--- src/rtl/hz_pkg.sv ---
package hz_pkg;
  localparam int SEL_W   = 2;
  localparam int NUM_STG = 3;  // producers: execute, memory, writeback

  typedef enum logic [SEL_W-1:0] {
    FWD_RF  = 2'b00,
    FWD_EX  = 2'b01,
    FWD_MEM = 2'b10,
    FWD_WB  = 2'b11
  } fwd_sel_e;
endpackage

--- src/rtl/hz_match.sv ---
module hz_match #(
  parameter int REG_W = 5
) (
  input  logic [REG_W-1:0] src,
  input  logic             src_en,
  input  logic [REG_W-1:0] dst,
  input  logic             dst_we,
  output logic             hit
);
  // register zero is hard-wired and never carries a dependence
  logic src_live;
  assign src_live = src_en && (src != '0);
  assign hit      = src_live && dst_we && (src == dst);
endmodule

--- src/rtl/hz_operand.sv ---
module hz_operand
  import hz_pkg::*;
#(
  parameter int REG_W       = 5,
  parameter bit FULL_BYPASS = 1'b1
) (
  input  logic [REG_W-1:0]         src,
  input  logic                     src_en,
  input  logic [NUM_STG*REG_W-1:0] prod_dst,
  input  logic [NUM_STG-1:0]       prod_we,
  input  logic                     ex_load,
  output logic [SEL_W-1:0]         sel,
  output logic                     need_hold
);
  logic [NUM_STG-1:0] hit;

  for (genvar s = 0; s < NUM_STG; s++) begin : g_stg
    hz_match #(.REG_W(REG_W)) i_match (
      .src    (src),
      .src_en (src_en),
      .dst    (prod_dst[s*REG_W +: REG_W]),
      .dst_we (prod_we[s]),
      .hit    (hit[s])
    );
  end

  if (FULL_BYPASS) begin : g_byp
    fwd_sel_e pick;
    always_comb begin
      if (hit[0])      pick = FWD_EX;
      else if (hit[1]) pick = FWD_MEM;
      else if (hit[2]) pick = FWD_WB;
      else             pick = FWD_RF;
    end
    assign sel       = pick;
    // a load's data is not ready until it leaves memory
    assign need_hold = hit[0] && ex_load;
  end else begin : g_ilk
    logic unused_load;
    assign unused_load = ex_load;
    assign sel         = FWD_RF;
    assign need_hold   = |hit;
  end
endmodule

--- src/rtl/hz_unit.sv ---
module hz_unit
  import hz_pkg::*;
#(
  parameter int REG_W       = 5,
  parameter int NUM_SRC     = 2,
  parameter bit FULL_BYPASS = 1'b1
) (
  input  logic [NUM_SRC*REG_W-1:0] src_reg,
  input  logic [NUM_SRC-1:0]       src_rd,
  input  logic [REG_W-1:0]         ex_dst,
  input  logic                     ex_wr,
  input  logic                     ex_load,
  input  logic [REG_W-1:0]         mem_dst,
  input  logic                     mem_wr,
  input  logic [REG_W-1:0]         wb_dst,
  input  logic                     wb_wr,
  output logic [NUM_SRC*SEL_W-1:0] fwd_sel,
  output logic                     hold_fd,
  output logic                     bubble_ex
);
  logic [NUM_STG*REG_W-1:0] prod_dst;
  logic [NUM_STG-1:0]       prod_we;
  logic [NUM_SRC-1:0]       op_hold;

  // stage order sets forwarding priority: index 0 is the youngest
  assign prod_dst = {wb_dst, mem_dst, ex_dst};
  assign prod_we  = {wb_wr, mem_wr, ex_wr};

  for (genvar i = 0; i < NUM_SRC; i++) begin : g_op
    hz_operand #(.REG_W(REG_W), .FULL_BYPASS(FULL_BYPASS)) i_operand (
      .src       (src_reg[i*REG_W +: REG_W]),
      .src_en    (src_rd[i]),
      .prod_dst  (prod_dst),
      .prod_we   (prod_we),
      .ex_load   (ex_load),
      .sel       (fwd_sel[i*SEL_W +: SEL_W]),
      .need_hold (op_hold[i])
    );
  end

  assign hold_fd   = |op_hold;
  assign bubble_ex = hold_fd;
endmodule

--- config.mk ---
export PLATFORM = sky130hd
export DESIGN_NAME = hz_unit
export DESIGN_NICKNAME = d
export VERILOG_FILES = /design/src/rtl/hz_pkg.sv /design/src/rtl/hz_match.sv /design/src/rtl/hz_operand.sv /design/src/rtl/hz_unit.sv
export SDC_FILE = /design/constraint.sdc
export NUM_CORES = 1
export LEC_CHECK = 0
export BUFFER_PORTS_ARGS = -buffer_cell sky130_fd_sc_hd__buf_2
export CORE_AREA = 2 2 39 41
export DETAILED_ROUTE_END_ITERATION = 6
export DIE_AREA = 0 0 41 43
export MAX_ROUTING_LAYER = met4
export PLACE_DENSITY = 0.74
export SYNTH_ARGS = -nofsm -noshare
export SYNTH_HDL_FRONTEND = slang
export SYNTH_SLANG_ARGS = --single-unit
--- constraint.sdc ---
create_clock -name vclk -period 1.8
set_input_delay 0.36 -clock vclk [all_inputs]
set_output_delay 0.36 -clock vclk [all_outputs]
set_load 0.05 [all_outputs]
==> metrics.yaml, run 1 <==
status: "finished with violations"
failed_checks: "setup timing"
dpl-instance-area_um2: 744
track_usage_pct: 21.5
dp.cells: 116
design.seq.count: 0
drv_cap: 0
fin_crit_ns: 2.09
critPathArrivalTime_ns: 1.73
final_area_um2: 848
cp-end-kind: "output pin"
synth_fp_nets: 85
area_growth_pct: 90.4
vias: 608
initialDrtViolationCount: 5
overflow: 0
synth_area_um2: 445
post_drt_wl_per_cell_um: 14.4
gp_congestion: 0.955
slew_headroom_pct: 75.3
min_path_type: "in2out"
power_leakage_uw: 0.000399
die_w_um: 41
worst_pin_slew_ns: 0.366
die_h_um: 43
core_mm2: 0.00138
grt_setup_unrepaired: "true"
dr_wl_met2_um: 957
total_power_uw: 177
dieArea_mm2: 0.00176
syn-instance-count: 54
port_buffers: 37
synth_top_area_share_pct: 47.2
ys_seq_area_share_pct: 0
period_share_pct: 116
hold_buffers: 0
grt_first_pass_wirelength_mm: 2.59
stdcell_count: 117
hold_viol: 0
powerDensity_mw_per_mm2: 209
max-vdd-ir-drop_mv: 0.119
antenna_found_initial: 0
grt_pass1_vias: 579
synth_area_per_cell_um2: 8.25
ys_top_cells_by_area: "xor2_1, xnor2_1, nand4_1"
place_hpwl_mm: 1.32
topRoutingLayerUsed: "met3"
synth_cell_types: 11
critPathRequiredTime_ns: 1.44
num_rows: 14
wl_met1_um: 606
drive_gt1_share_pct: 59.4
max_freq_mhz: 479
ant_nets: 0
cp-start-kind: "input pin"
grt_max_degree: 5
antennaDiodeCount: 0
path_class: "in2out"
crit_fanout: 4
yosysTopAreaCell: "xor2_1"
dr_wl_met3_um: 115
dr.pass1.iters: 4
top_level_ports: 37
clkbuf_count: 0
route.detailed.drc: 0
start_util_pct: 32.2
viasPerCell: 5.20
fin_tns_setup_ns: -1.52
nets: 134
ff_latch_area_um2: 0
hold_ws_ns: 1.10
ys_warn_count: 0
slew_violations: 0
routed_wl_mm: 1.68
setup_ws_ns: -0.287
setup_viol: 6
==> cells in the mapped netlist <==
master	number
a21boi_2	2
o21a_1	2
a21boi_0	1
xor2_1	24
xnor2_1	6
and4_4	2
o21ai_2	2
nor4_1	6
buf_4	1
or4_1	2
nand4_1	6
==> power by group <==
group	leakage, uW	switching (uW)	internal, uW
registers	0	0	0
clock network	0	0	0
logic	0.000399	88.5	88.8
==> stage by stage <==
step,util (%),setup WS [ns]
2_1_floorplan,-,-0.267
3_3_place_gp,53.8,-0.342
3_5_place_dp,53.8,-0.366
4_1_cts,59.6,-0.263
5_1_grt,61.3,-0.351
6_report,61.3,-0.287
==> final cells by class <==
type,count,area (um2)
fill,132,536
multi-input combinational,53,497
timing repair buffer,48,332
tap,16,20.0
==> critical path, stage by stage <==
cell      delay [ns]
buf_8           0.10
or4_1           0.52
o21a_1          0.23
nand4_1         0.13
a21boi_4        0.21
buf_6           0.18
==> logic make-up after synthesis <==
group | count (synthesis) | synth area share, %
AOI/OAI and AO/OA | 7 | 14.0
xor gates and xnor gates | 30 | 59.0
buffers and inverters | 1 | 1.69
and+or+nand+nor | 16 | 25.3
==> final timing paths <==
path / slack, ns / depth (start not counted) / from / endpoint
max: -0.29 / 6 / src_reg[8] / fwd_sel[3]
min: 1.10 / 3 / ex_load / hold_fd
==> layout by cell type (no fill, tap or decap) <==
cell      instances
a21boi_4          3
and4_4            2
buf_2            28
buf_4            10
buf_6             9
buf_8             1
nand4_1           6
nor4_1            2
nor4_2            4
o21a_1            2
o21ai_2           2
or4_1             2
xnor2_1           6
xor2_1           23
xor2_2            1
==> per-layer routing <==
layer  global-route usage [%]  vias to the layer above
met4                        0                        0
li1                         -                      298
met1                     26.6                      286
met2                     39.4                       24
met5                        -                        -
met3                        0                        0
==> what timing repair did <==
item / 4_1_cts / 5_1_grt
pin swaps: 11 / 6
setup buffers: 1 / 0
setup endpoints to repair: 6 / 6
gates cloned: 0 / 0
gates resized for setup: 19 / 4
Note: power is estimated with default switching activity, not from simulation.
==> inputs of run 2 (changes only) <==
--- a/config.mk
+++ b/config.mk
@@ -11,6 +11,7 @@
 export DIE_AREA = 0 0 41 43
 export MAX_ROUTING_LAYER = met4
 export PLACE_DENSITY = 0.74
+export REMOVE_ABC_BUFFERS = 1
 export SYNTH_ARGS = -nofsm -noshare
 export SYNTH_HDL_FRONTEND = slang
 export SYNTH_SLANG_ARGS = --single-unit
==> run 2 against run 1 <==
The run still ends with setup timing left. Combinational power decreased by 4%. Setup slack got worse by 0.027 ns. Routed wire length decreased by 1.4%. Critical endpoint is now bubble_ex. Largest cell class unchanged.
==> metrics.yaml, run 2 (synthesis gave the netlist of run 1 again) <==
total_power_uw: 170
path_class: "in2out"
ff_latch_area_um2: 0
grt_setup_unrepaired: "true"
power_leakage_uw: 0.000375
seqPwrFrac_pct: 0
dieArea_mm2: 0.00176
pre_cts_ws_ns: -0.404
setup_viol: 6
fin_crit_ns: 2.11
slew_headroom_pct: 76.1
slew_violations: 0
min_path_type: "in2out"
drv_cap: 0
die_h_um: 43
hold_viol: 0
crit_fanout: 3
max_freq_mhz: 473
area_growth_pct: 79.8
overflow: 0
grt_pass1_vias: 526
drive_gt1_share_pct: 58.0
top_level_ports: 37
setup_ws_ns: -0.314
die_w_um: 41
antenna_found_initial: 0
powerDensity_mw_per_mm2: 212
routed_wl_mm: 1.66
max-vdd-ir-drop_mv: 0.119
dr_wl_met2_um: 849
post_drt_wl_per_cell_um: 14.3
core_mm2: 0.00138
port_buffers: 37
cts_setup_buffers: 0
start_util_pct: 32.2
critPathArrivalTime_ns: 1.75
dr_wl_met3_um: 157
gp_congestion: 0.882
initialDrtViolationCount: 14
layout_common_cells: "buf_2, xor2_1, buf_4"
final_common_cell: "buf_2"
cp-end-kind: "output pin"
dr.pass1.iters: 4
internal_power_uw: 86.1
track_usage_pct: 18.9
dp.cells: 116
critPathRequiredTime_ns: 1.44
wl_met1_um: 627
combinationalPowerShare_pct: 100.0
route.detailed.drc: 0
p_switching_uw: 84.0
status: "finished with violations"
antennaDiodeCount: 0
nets: 133
ant_nets: 0
cp-start-kind: "input pin"
pwr-share-clk_pct: 0
design.seq.count: 0
failed_checks: "setup timing"
switching_share_pct: 49.4
worst_pin_slew_ns: 0.356
viasPerCell: 5.32
grt_max_degree: 5
period_share_pct: 117
stdcell_count: 116
clkbuf_count: 0
vias: 617
grt_first_pass_wirelength_mm: 2.26
num_rows: 14
topRoutingLayerUsed: "met4"
## run 2: worst paths after layout
check	start	to	slack, ns	depth (start not counted)
setup / recovery	src_reg[8]	bubble_ex	-0.31	7
hold / removal	mem_wr	fwd_sel[1]	1.13	4
## run 2: per-stage QoR
stage               TNS (ns)  area [um2]  utilization [%]  hold WS (ns)
floorplan              -4.49         438                -         0.944
global placement       -1.97         718             51.9          1.14
detailed placement     -2.13         718             51.9          1.14
CTS                    -1.49         782             56.5          1.13
global route           -1.83         801             57.9          1.14
finish                 -1.64         801             57.9          1.13
## run 2: layer usage
| layer | vias to the layer above | global-route usage (%) |
|---|---|---|
| li1 | 294 | - |
| met1 | 280 | 26.6 |
| met2 | 41 | 29.4 |
| met3 | 2 | 0 |
| met4 | 0 | 4.67 |
| met5 | - | - |
## run 2: critical path, stage by stage
cell and delay (ns):
buf_6 0.09, buf_4 0.14, xor2_1 0.14, nor4_1 0.29, nand4_1 0.19, a21boi_1 0.28
buf_4 0.26
## run 2: what timing repair did
item	4_1_cts	5_1_grt
resized for setup	16	4
pin swaps	9	2
gates cloned	0	0
hold buffers	0	0
setup endpoints to repair	6	6
## run 2: power groups by stage
stage          sequential (uW)  combinational, uW  clock, uW
6_report                     0                170          0
5_1_grt                      0                182          0
4_1_cts                      0                163          0
3_5_place_dp                 0                152          0
3_3_place_gp                 0                148          0
2_1_floorplan                0               67.2          0
## run 2: final cells by class
class,instances,area (um2)
multi-input cells,53,465
well taps,16,20.0
repair buffers,47,315
fillers,127,583
